===== src/rtl/cwa_pkg.sv =====
// Shared constants for the comma word aligner.
// Assumes 8b/10b characters, MSB received first.
package cwa_pkg;
    localparam int CWA_WORD_W  = 10;
    localparam int CWA_PAT_LEN = 7;
    localparam logic [CWA_PAT_LEN-1:0] CWA_COMMA = 7'b0011111;
endpackage


===== src/rtl/cwa_comma_scan.sv =====
// Tests every bit offset of a two-word span for the comma prefix in one cycle.
// The lowest matching offset wins. Assumes pair[2*WORD_W-1] is the oldest bit.
module cwa_comma_scan #(
    parameter int WORD_W = cwa_pkg::CWA_WORD_W,
    parameter int PAT_LEN = cwa_pkg::CWA_PAT_LEN,
    parameter logic [PAT_LEN-1:0] PATTERN = cwa_pkg::CWA_COMMA,
    localparam int OFF_W = $clog2(WORD_W)
) (
    input  logic [2*WORD_W-1:0] pair,
    output logic                hit,
    output logic [OFF_W-1:0]    hit_off
);
    logic [WORD_W-1:0] match;

    // One comparator per candidate offset.
    for (genvar k = 0; k < WORD_W; k++) begin : g_off
        assign match[k] = (pair[2*WORD_W-1-k -: PAT_LEN] == PATTERN);
    end

    // Priority encode, lowest offset last so it overrides the others.
    always_comb begin
        hit     = |match;
        hit_off = '0;
        for (int k = WORD_W-1; k >= 0; k--) begin
            if (match[k]) hit_off = OFF_W'(k);
        end
    end
endmodule


===== src/rtl/cwa_window_sel.sv =====
// Picks the WORD_W-bit character starting at offset off from the oldest bit of pair.
// Assumes off < WORD_W.
module cwa_window_sel #(
    parameter int WORD_W = cwa_pkg::CWA_WORD_W,
    localparam int OFF_W = $clog2(WORD_W)
) (
    input  logic [2*WORD_W-1:0] pair,
    input  logic [OFF_W-1:0]    off,
    output logic [WORD_W-1:0]   word
);
    // Shifter written as a one-hot selection over the offsets.
    always_comb begin
        word = '0;
        for (int k = 0; k < WORD_W; k++) begin
            if (off == OFF_W'(k)) word = pair[2*WORD_W-1-k -: WORD_W];
        end
    end
endmodule


===== src/rtl/cwa_boundary_ctrl.sv =====
// Holds the word boundary offset and the lock flag.
// A comma accepted during search moves the boundary in the same cycle.
// Assumes search is low whenever framing is disabled.
module cwa_boundary_ctrl #(
    parameter int WORD_W = cwa_pkg::CWA_WORD_W,
    localparam int OFF_W = $clog2(WORD_W)
) (
    input  logic             clk,
    input  logic             rst_n,
    input  logic             adv,
    input  logic             search,
    input  logic             hit,
    input  logic [OFF_W-1:0] hit_off,
    output logic             take,
    output logic [OFF_W-1:0] sel_off,
    output logic             locked
);
    logic [OFF_W-1:0] cur_off;

    // Use the new offset at once when a comma is accepted.
    always_comb begin
        take    = search && hit;
        sel_off = take ? hit_off : cur_off;
    end

    // Remember the boundary and whether a comma has ever set it.
    always_ff @(posedge clk) begin
        if (!rst_n) begin
            cur_off <= '0;
            locked  <= 1'b0;
        end else if (adv && take) begin
            cur_off <= hit_off;
            locked  <= 1'b1;
        end
    end
endmodule


===== src/rtl/comma_word_aligner.sv =====
// Comma detect word aligner: frames an unaligned 10-bit stream on the positive comma.
// Assumes raw words arrive MSB first; a span needs one earlier valid word.
module comma_word_aligner #(
    parameter int WORD_W = cwa_pkg::CWA_WORD_W,
    parameter int PAT_LEN = cwa_pkg::CWA_PAT_LEN,
    parameter logic [PAT_LEN-1:0] PATTERN = cwa_pkg::CWA_COMMA
) (
    input  logic              clk,
    input  logic              rst_n,
    input  logic [WORD_W-1:0] raw_word,
    input  logic              raw_valid,
    input  logic              align_en,
    output logic [WORD_W-1:0] out_word,
    output logic              out_valid,
    output logic              comma_det,
    output logic              locked
);
    localparam int OFF_W = $clog2(WORD_W);

    logic [WORD_W-1:0]   hist;
    logic                hist_full;
    logic [2*WORD_W-1:0] pair;
    logic                hit;
    logic [OFF_W-1:0]    hit_off;
    logic                take;
    logic [OFF_W-1:0]    sel_off;
    logic [WORD_W-1:0]   framed;

    assign pair = {hist, raw_word};

    // Keep the previous valid raw word and note once one exists.
    always_ff @(posedge clk) begin
        if (!rst_n) begin
            hist      <= '0;
            hist_full <= 1'b0;
        end else if (raw_valid) begin
            hist      <= raw_word;
            hist_full <= 1'b1;
        end
    end

    cwa_comma_scan #(.WORD_W(WORD_W), .PAT_LEN(PAT_LEN), .PATTERN(PATTERN)) u_scan (
        .pair    (pair),
        .hit     (hit),
        .hit_off (hit_off)
    );

    cwa_boundary_ctrl #(.WORD_W(WORD_W)) u_ctrl (
        .clk     (clk),
        .rst_n   (rst_n),
        .adv     (raw_valid),
        .search  (align_en && hist_full),
        .hit     (hit),
        .hit_off (hit_off),
        .take    (take),
        .sel_off (sel_off),
        .locked  (locked)
    );

    cwa_window_sel #(.WORD_W(WORD_W)) u_sel (
        .pair (pair),
        .off  (sel_off),
        .word (framed)
    );

    // Register the framed word, its strobe and the comma pulse.
    always_ff @(posedge clk) begin
        if (!rst_n) begin
            out_word  <= '0;
            out_valid <= 1'b0;
            comma_det <= 1'b0;
        end else begin
            out_valid <= raw_valid;
            comma_det <= raw_valid && take;
            if (raw_valid) out_word <= framed;
        end
    end
endmodule


===== config.mk =====
export PLATFORM = sky130hd
export DESIGN_NAME = comma_word_aligner
export DESIGN_NICKNAME = d
export VERILOG_FILES = /design/src/rtl/cwa_pkg.sv /design/src/rtl/cwa_comma_scan.sv /design/src/rtl/cwa_window_sel.sv /design/src/rtl/cwa_boundary_ctrl.sv /design/src/rtl/comma_word_aligner.sv
export SDC_FILE = /design/constraint.sdc
export NUM_CORES = 1
export LEC_CHECK = 0
export BUFFER_PORTS_ARGS = -buffer_cell sky130_fd_sc_hd__buf_2
export CORE_MARGIN = 2
export CORE_UTILIZATION = 60
export CTS_BUF_LIST = sky130_fd_sc_hd__clkbuf_16
export CTS_CLUSTER_DIAMETER = 100
export CTS_CLUSTER_SIZE = 12
export DETAILED_ROUTE_END_ITERATION = 8
export MAX_ROUTING_LAYER = met4
export PLACE_DENSITY = 0.81
export SYNTH_ARGS = -nofsm -noshare
export SYNTH_HDL_FRONTEND = slang
export SYNTH_SLANG_ARGS = --single-unit

===== constraint.sdc =====
create_clock -name clk -period 3.8 [get_ports clk]
set_clock_uncertainty 0.2 [all_clocks]
set_input_delay 0.57 -clock clk [delete_from_list [all_inputs] [get_ports clk]]
set_output_delay 0.57 -clock clk [all_outputs]
set_load 0.03 [all_outputs]

Word level (Yosys, flattened, before mapping)
Cells that the tools add are included.
W data, S select, Z words.
{"block": "word_totals", "output_inout_bits": 13, "input_bits": 14, "regBits": 28, "latch_bits": 0, "romBits": 0, "mem_bits_rw": 0, "mem_count": 0}
{"block": "classes", "add_sub_neg": 0, "reduce_logical": 5, "order_cmp": 0, "shift": 0, "n_mux": 21, "n_bitwise": 0, "div": 0, "n_mul": 0, "eq_ne": 19}
{"operator": "$mux W10", "n": 10}
{"operator": "$eq A7 B5 Y1 const B", "n": 10}
{"operator": "$mux W4", "n": 11}
{"operator": "$eq A4 B3 Y1 const B", "n": 4}
{"operator": "$reduce_or A10 Y1", "n": 1}
{"operator": "$eq A4 B2 Y1 const B", "n": 2}
{"operator": "$eq A4 B4 Y1 const B", "n": 2}
{"operator": "$eq A4 B1 Y1 const B", "n": 1}
{"operator": "$logic_not A4 Y1", "n": 1}
{"operator": "$logic_and A1 B1 Y1", "n": 3}

Depth between registers and ports, before layout
Gate-level depths: netlist (run 1).
{"block": "depth", "word_depth": 23, "ltp_mapped": 12}

Hierarchy
A second synthesis (run 1) with hierarchy kept.
{"block": "hier_totals", "cells_unflattened": 263, "area_unflattened_um2": 2294.7}
{"mod": "cwa_window_sel", "seq_area_each_um2": 0.0, "area_each_um2": 920.9, "cells_per_inst": 127, "instances": 1}
{"mod": "comma_word_aligner", "seq_area_each_um2": 460.4, "area_each_um2": 870.8, "cells_per_inst": 72, "instances": 1}
{"mod": "cwa_boundary_ctrl", "seq_area_each_um2": 100.1, "area_each_um2": 252.7, "cells_per_inst": 27, "instances": 1}
{"mod": "cwa_comma_scan", "seq_area_each_um2": 0.0, "area_each_um2": 250.2, "cells_per_inst": 37, "instances": 1}

Worst setup path before layout (run 1)
Ideal clock, no wire load.
{"block": "synth_timing", "kind": "input to register", "from": "input port raw_word[8]", "to": "register out_word[9]", "slack_ns": 0.765, "path_stages": 10, "t_arrival_ns": 2.718, "setup_time_ns": 0.117, "required_ns": 3.483, "cell_sequence": "buf_4 nand3_1 a211o_1 and2_1 a31o_1 buf_4 nor2_4 mux2_1 a221o_1 a32o_1"}
{"block": "synth_via", "elab_chain_cells": 23, "word_cells_on_any_way": 38, "classes_between": "eq/ne: 14; mux: 21; reduce/logical: 3"}
{"item": "from (decl)", "line": "comma_word_aligner.sv:10", "rtl": "input logic [WORD_W-1:0] raw_word,"}
{"item": "$eq A7 B5 Y1", "line": "cwa_comma_scan.sv:17", "rtl": "assign match[k] = (pair[2*WORD_W-1-k -: PAT_LEN] == PATTERN);"}
{"item": "$mux W4 (10 in series)", "line": "cwa_comma_scan.sv:25", "rtl": "if (match[k]) hit_off = OFF_W'(k);"}
{"item": "$mux W4 *", "line": "cwa_boundary_ctrl.sv:23", "rtl": "sel_off = take ? hit_off : cur_off;"}
{"item": "$logic_not A4 Y1", "line": "cwa_window_sel.sv:15", "rtl": "if (off == OFF_W'(k)) word = pair[2*WORD_W-1-k -: WORD_W];"}
{"item": "$mux W10 (9 in series)", "line": "cwa_window_sel.sv:15"}
{"item": "$mux W10 *", "line": "cwa_window_sel.sv:15"}
{"item": "to (signal assigned)", "line": "comma_word_aligner.sv:75", "rtl": "if (raw_valid) out_word <= framed;"}
{"item": "to (decl)", "line": "comma_word_aligner.sv:13", "rtl": "output logic [WORD_W-1:0] out_word,"}
Every way passes the cells marked *; elsewhere a longest branch is shown, timed or not.
A chain may end at the register's enable or synchronous reset.

Final worst setup path (run 1)
{"block": "layout_timing", "from": "input port raw_word[8]", "to": "register out_word[8]"}
The elaborated chain is that of the path after synthesis.

==> parameters.txt, run 1 <==
Parameter                              Value

Status
  Status    complete, no violations

Clocking
  Total clock sinks    28
  Number of buffers added by the clock tree synthesis step    3
  Maximum buffer depth of the clock tree    2
  Clock-pin slew on the worst setup and hold paths    approximately 0.070 ns
  Root buf cell    clkbuf_16
  CTS tree    done
  Later-pin clock latency in the skew report    0.27 ns
  H-tree Lvls    1
  CTS Hold Buffers Added    0
  Post-cts gate resize count    0
  Postcts setup bufs    0

Global routing
  Largest net degree at the start of global routing    37
  Initial antenna violation count    0
  Vias in the first global route    2767
  Global-route wire length before repair    13840 um
  Total GRT Usage    0.3521
  Remaining global-route overflow    0

Setup path
  Slowest cell on crit path    mux2i_1
  R2R depth    9
  Arrival @ worst endpoint    3.18 ns
  Critical path cell sequence    buf_2 > or2b_1 > a211oi_2 > nor2_2 > a31oi_4 > mux2i_1 > buf_4 > mux2_4 > o221ai_1 > a211oi_2
  Type of element capturing the critical path    flip-flop
  Crit path max fanout    18
  Worst path most repeated cell    a211oi_2
  Peak per-stage delay on the critical path    between 0.3 and 0.4 ns
  Critical path launch point type    primary input
  Data required time at the worst endpoint    3.74 ns
  Category of the most critical setup path    in2reg
  CP Buf/Inv Count    2
  Cell type group with the largest total delay on the critical path    compound AO/OA/AOI/OAI gates
  Number of cells on the critical path    10

Synthesis
  Gate Count Post-Synth    around 340
  Warnings, synthesis    0
  Cell Area, Synth    2715 um2
  Flops & latches, synth    28
  Post-synth net total    355
  Prevailing post-synth register cell    dfxtp_1
  Number of enable-type register cells in the synthesized netlist    0
  Mean area per synthesized cell    between 7 and 8 um2
  Portion of the post-synthesis area used by sequential elements    0.2065
  Async SR Flop Fraction    0
  Count of unique library cells instantiated by Yosys    76

Die
  Row count    24
  Vertical die dimension    71.27 um
  Starting Density    0.6236
  Die area    between 5000 and 6000 um2
  Number of top-level design ports    27
  Width of the die    about 70 um
  Area inside the core boundary    4354 um2

STA
  Tmin final    3.235 ns
  Setup repair after global routing missed its margin    false
  Final hold slack    ~0.25 ns
  Normalized max-slew margin    0.4009
  Setup_tns    0 ns
  Count of final setup violators    0
  Worst-margin pin slew    0.8986 ns
  Final Max Slew Viols    0
  Final period util    0.8514
  Final Hold Viols    0
  Fmax achieved    approximately 310 MHz

Placed design
  Count of input and output buffers    26
  Placer's final routability congestion estimate    about 1.0
  Post-DP HPWL    roughly 6000 um

Min path
  Worst hold path type    reg2reg
  Number of cells on the worst hold path    1

Run
  Max cap viols    0

Drt
  Met2 wirelength from detailed routing    3694 um
  First drt pass iteration count    5
  Total length of routed wires    8410 um
  Antenna Violating Nets Remaining    0
  M1 wire length    ~3400 um
  Total via count in the routed design    between 2000 and 3000
  Mean routed wirelength per cell    20.92 um
  Vias per cell    between 7 and 8
  Initial detailed-routing violation count    ~400
  Total length of routed met3 wires    894 um
  Residual DRC    0
  Highest routed layer    met4

Power
  Tot Pwr    0.7797 mW
  VDD IR max    ~0.00017 V
  Static Leakage    1.149 nW
  Total power per unit cell area    269.5 nW/um2

Final layout
  Diodes inserted    0
  Sequential standard cell area    about 560 um2
  Post-layout net count    365
  Share of layout cells above drive strength 1    0.1971
  Area delta synth->final    6.544%
  Footprint of the multi-input gates    1927 um2
  Fillcell total    around 370
-- state kept, by name, summed over array words and instances (netlist names) --
name and flops:
hist_full 1, hist 10, comma_det 1, out_valid 1
out_word 10, u_ctrl.cur_off 4, u_ctrl.locked 1
-- worst register-to-register path: cells and delay by family (launching register included) --
| family | cells | cell delay, ns |
|---|---|---|
| buffers and inverters | 1 | 0.21 |
| AO/OA/AOI/OAI | 4 | 1.25 |
| multiplexers | 1 | 0.37 |
| AND/OR/NAND/NOR | 3 | 0.70 |
| flip-flops | 1 | 0.40 |
-- per-layer routing --
metal / vias to the layer above / global-route usage
met4: 0 / 0.1719
met5: - / -
met2: 184 / 0.5309
li1: 1319 / -
met1: 1309 / 0.4639
met3: 41 / 0.04782
-- area by class of cell --
type                       instances  area share
inverter                           8     0.01038
sequential                        28      0.1938
clock inverter                     1     0.01038
multi-input combinational        274      0.6661
clock buffer                       3     0.02595
timing repair buffer              36     0.07093
tap                               52     0.02249
-- final timing paths --
| check | slack, ns | start | end |
|---|---|---|---|
| setup / recovery | 0.56 | raw_word[8] | out_word[8] |
| hold / removal | 0.25 | u_ctrl.locked | u_ctrl.locked |
| setup reg to reg | 0.57 | hist[1] | out_word[9] |
| hold reg to reg | 0.25 | u_ctrl.locked | u_ctrl.locked |
-- placed cells by master, fill, tap and decap left out, types with 3 or more instances in the layout --
cell type / synthesis / layout
mux2i_1: 15 / 15
a211oi_2: 4 / 4
o211ai_1: 3 / 3
nand3_1: 16 / 16
clkbuf_16: 0 / 3
a2111oi_1: 4 / 4
nor2b_1: 15 / 15
nand4_1: 3 / 3
o221ai_1: 4 / 4
nand2b_1: 8 / 8
buf_2: 8 / 26
dfxtp_1: 28 / 28
inv_1: 8 / 8
o21ai_1: 4 / 4
nand2_1: 37 / 37
o21ai_0: 17 / 17
and2_1: 5 / 5
nor2_1: 15 / 15
a21o_1: 5 / 5
a211oi_1: 7 / 7
o31ai_1: 5 / 5
mux2_4: 3 / 3
o2bb2ai_1: 3 / 3
buf_4: 5 / 10
a21oi_1: 21 / 21
a41oi_1: 3 / 3
a2111oi_0: 3 / 3
a31oi_1: 5 / 5
mux2_1: 3 / 3
nor3_1: 6 / 6
o21a_1: 4 / 4
-- cells by family after synthesis --
family / share of synthesized area
AO/OA/AOI/OAI: 0.3673
multiplexers: 0.08848
AND/OR/NAND/NOR: 0.2539
flip-flops: 0.2065
buffers and inverters: 0.08388
-- power by group --
group	switching, mW	total, mW	internal (mW)
Sequential	0.0157	0.321	0.305
Combinational	0.0853	0.139	0.0534
Clock	0.110	0.320	0.210
-- through the flow --
| step | utilization | worst slack, ns | instance area (um2) | instances |
|---|---|---|---|---|
| 6_report | 0.6644 | 0.5646 | 2893 | 402 |
| 5_1_grt | 0.6644 | 0.4366 | 2893 | 402 |
| 4_1_cts | 0.6644 | 0.5867 | 2893 | 402 |
| 3_5_place_dp | 0.6402 | 0.3639 | 2788 | 398 |
| 3_3_place_gp | 0.6402 | 0.3823 | 2788 | 398 |
| 2_1_floorplan | - | 0.7646 | 2715 | 341 |
-- synthesized netlist by cell type, drive strengths merged (3+ instances only) --
library cell,count,area [um2]
dfxtp,28,560.5
nand2b,8,50.05
nor2b,15,93.84
a21oi,22,113.9
and2,6,40.04
a211oi,11,102.6
mux2i,15,150.1
o31ai,5,37.54
buf,20,156.4
nor2,17,73.82
mux2,7,90.08
o2bb2ai,3,26.28
o2111ai,3,32.53
o21ai,22,113.9
inv,8,30.03
nand2,38,145.1
o211ai,3,22.52
a21o,5,37.54
nand4,3,18.77
clkbuf,11,41.29
nor3,8,56.31
o221ai,4,35.03
o21a,4,30.03
a41oi,3,26.28
a31oi,7,73.82
a2111oi,8,81.33
nand3,16,80.08
No activity file was read; power rests on OpenSTA's default activity.
==> run 2, diff against run 1 <==
--- a/config.mk
+++ b/config.mk
@@ -7,13 +7,13 @@
 export LEC_CHECK = 0
 export BUFFER_PORTS_ARGS = -buffer_cell sky130_fd_sc_hd__buf_2
 export CORE_MARGIN = 2
-export CORE_UTILIZATION = 60
-export CTS_BUF_LIST = sky130_fd_sc_hd__clkbuf_16
+export CORE_UTILIZATION = 35
+export CTS_BUF_LIST = sky130_fd_sc_hd__clkbuf_8 sky130_fd_sc_hd__clkbuf_16
 export CTS_CLUSTER_DIAMETER = 100
 export CTS_CLUSTER_SIZE = 12
 export DETAILED_ROUTE_END_ITERATION = 8
 export MAX_ROUTING_LAYER = met4
-export PLACE_DENSITY = 0.81
+export PLACE_DENSITY = 0.63
 export SYNTH_ARGS = -nofsm -noshare
 export SYNTH_HDL_FRONTEND = slang
 export SYNTH_SLANG_ARGS = --single-unit
==> run 2 against run 1 <==
Sequential cell count unchanged. Via count is 0.63% lower. Fmax is 1.2% higher. Setup slack improved by 0.039 ns.
==> parameters.txt, run 2 (same netlist as run 1, synthesis figures left out) <==
Parameter                              Value

Placed design
  Placed insts    447 (+12%)
  Placer's final routability congestion estimate    0.9372 (-9.7%)
  Post-DP HPWL    5896 um (-0.45%)
  Minimum setup slack after placement    0.3496 ns (-0.01426 ns)
  Count of input and output buffers    26 (unchanged)

Clocking
  H-tree Lvls    1 (unchanged)
  Later-pin clock latency in the skew report    0.29 ns (+0.02 ns)
  Post-cts gate resize count    0 (unchanged)
  Number of buffers added by the clock tree synthesis step    3 (unchanged)
  Maximum buffer depth of the clock tree    2 (unchanged)
  Root buf cell    clkbuf_8
  Clock-pin slew on the worst setup and hold paths    0.11 ns (+0.04 ns)
  CTS Hold Buffers Added    0 (unchanged)
  Total clock sinks    28 (unchanged)
  Postcts setup bufs    0 (unchanged)
  CTS tree    done

Final layout
  Sequential standard cell area    560.5 um2 (unchanged)
  Post-layout net count    364 (-0.27%)
  Fillcell total    798 (+110%)
  Footprint of the multi-input gates    1927 um2 (unchanged)
  Diodes inserted    0 (unchanged)
  Most common library cell in the layout ignoring fill and taps    nand2_1
  Share of layout cells above drive strength 1    0.1948 (-0.002300)
  Number of cells in the finished layout apart from fillers    451 (+12%)
  Most frequent cells in the layout    37 x nand2_1, 28 x dfxtp_1, 26 x buf_2
  Top Registers    hist: 10 flops, out_word: 10 flops, u_ctrl.cur_off: 4 flops
  Area delta synth->final    7.189%

Run
  Max cap viols    0 (unchanged)

STA
  Final Worst Setup Slack    0.6035 ns (+0.03897 ns)
  Normalized max-slew margin    0.4363 (+0.03541)
  Setup repair after global routing missed its margin    false
  Worst-margin pin slew    0.8455 ns (-0.05311 ns)
  Final Max Slew Viols    0 (unchanged)
  Count of final setup violators    0 (unchanged)
  Fmax achieved    312.8 MHz (+1.2%)
  Final period util    0.8412 (-0.01026)
  Final Hold Viols    0 (unchanged)
  Tmin final    3.196 ns (-0.03897 ns)
  Setup_tns    0 ns (unchanged)

Global routing
  Global routing met3 resource utilization    0.04108 (-0.006735)
  Initial antenna violation count    0 (unchanged)
  Vias in the first global route    2657 (-4.0%)
  Fraction of met1 tracks used by global routing    0.2744 (-0.1895)
  Total GRT Usage    0.2096 (-0.1425)
  Global-route wire length before repair    14010 um (+1.2%)
  Met2 global-route usage    0.3174 (-0.2135)
  Largest net degree at the start of global routing    37 (unchanged)
  Highest-utilization routing layer at the global route stage    met2
  Remaining global-route overflow    0 (unchanged)

Setup path
  Register-to-register setup slack    0.60 ns (+0.03 ns)
  Peak per-stage delay on the critical path    0.61 ns (+0.23 ns)
  Reg-to-reg startpoint    hist[3]
  Crit path max fanout    10 (-8)
  Worst setup path end    out_word[9]
  CP startpoint    hist[3]
  Type of element capturing the critical path    flip-flop
  Data required time at the worst endpoint    3.80 ns (+0.06 ns)
  Slowest cell on crit path    dfxtp_1
  Critical path cell sequence    and4b_4 > o2111ai_2 > and2_4 > a31o_1 > nor2_4 > mux2_1 > a221o_1 > a32o_1
  Arrival @ worst endpoint    3.19 ns (about the same)
  R2R depth    8 (-1)
  Endpoint of the worst-slack reg-to-reg timing path    out_word[9]
  Critical path launch point type    flip-flop
  Category of the most critical setup path    reg2reg

Drt
  Antenna Violating Nets Remaining    0 (unchanged)
  Vias per cell    6.286 (-11%)
  Total length of routed wires    8378 um (-0.38%)
  Total via count in the routed design    2835 (-0.63%)
  Initial detailed-routing violation count    402 (+0.75%)
  First drt pass iteration count    5 (unchanged)
  Residual DRC    0 (unchanged)
  Mean routed wirelength per cell    18.58 um (-11%)

Die
  Row count    32 (+33%)
  Starting Density    0.3569 (-0.2667)
  Area inside the core boundary    7607 um2 (+75%)
  Number of top-level design ports    27 (unchanged)
  Width of the die    92.08 um (+29%)
  Vertical die dimension    92.08 um (+29%)
  Die area    8478 um2 (+67%)

Power
  Share of total power consumed by net switching    0.3153 (+0.04426)
  Total power per unit cell area    226.4 nW/um2 (-16%)
  Static Leakage    1.126 nW (-2.0%)
  VDD IR max    0.0001206 V (-28%)
  Sequential share of power    0.490 (+0.079)
  Net switching component of the power    0.2078 mW (-1.7%)
  Clock network power share    0.306 (-0.105)
  Internal power    0.4512 mW (-21%)
  Combinational share of power    0.204 (+0.026)

Min path
  Worst hold path type    reg2reg

Status
  Status    complete, no violations
[run 2: how the worst min path moves through the flow]
stage	startpoint	cells past startpoint	endpoint	slack [ns]
finish	u_ctrl.locked	1	u_ctrl.locked	0.26
global route	u_ctrl.locked	1	u_ctrl.locked	0.30
CTS	u_ctrl.locked	1	u_ctrl.locked	0.27
detailed placement	u_ctrl.locked	1	u_ctrl.locked	0.24
global placement	u_ctrl.locked	1	u_ctrl.locked	0.23
floorplan	hist_full	1	hist_full	0.24
[run 2: layout make-up]
cell class / count / area share
clock buffer: 4 / 0.01892
inverter: 8 / 0.01032
multi-input combinational: 274 / 0.6621
sequential: 28 / 0.1926
tap: 102 / 0.04385
timing repair buffer: 35 / 0.07223
[run 2: critical path: cells and delay by family, from the launching register on]
family          cells  cell delay (ns)
mux                 1             0.36
flops               1             0.61
simple gates        3             0.87
compound gates      4             1.06
[run 2: power groups by stage]
stage | logic, mW | clock network, mW | registers (mW)
after global placement | 0.131 | 0 | 0.330
after global routing | 0.147 | 0.214 | 0.325
final | 0.134 | 0.201 | 0.323
after floorplan | 0.0950 | 0 | 0.327
after CTS | 0.133 | 0.206 | 0.323
after detailed placement | 0.132 | 0 | 0.330
[run 2: stage by stage]
stage	util	hold WS [ns]	total power [mW]	cell area (um2)
after floorplan	-	0.2409	0.4220	2715
after global placement	0.3753	0.2296	0.4604	2855
after detailed placement	0.3753	0.2357	0.4618	2855
after CTS	0.3826	0.2682	0.6615	2910
after global routing	0.3826	0.3007	0.6861	2910
final	0.3826	0.2619	0.6589	2910
[run 2: per-layer routing]
metal	up-vias	part of all wire
met4	0	0.041
met3	36	0.082
met5	-	0
met1	1339	0.43
li1	1320	-
met2	140	0.44
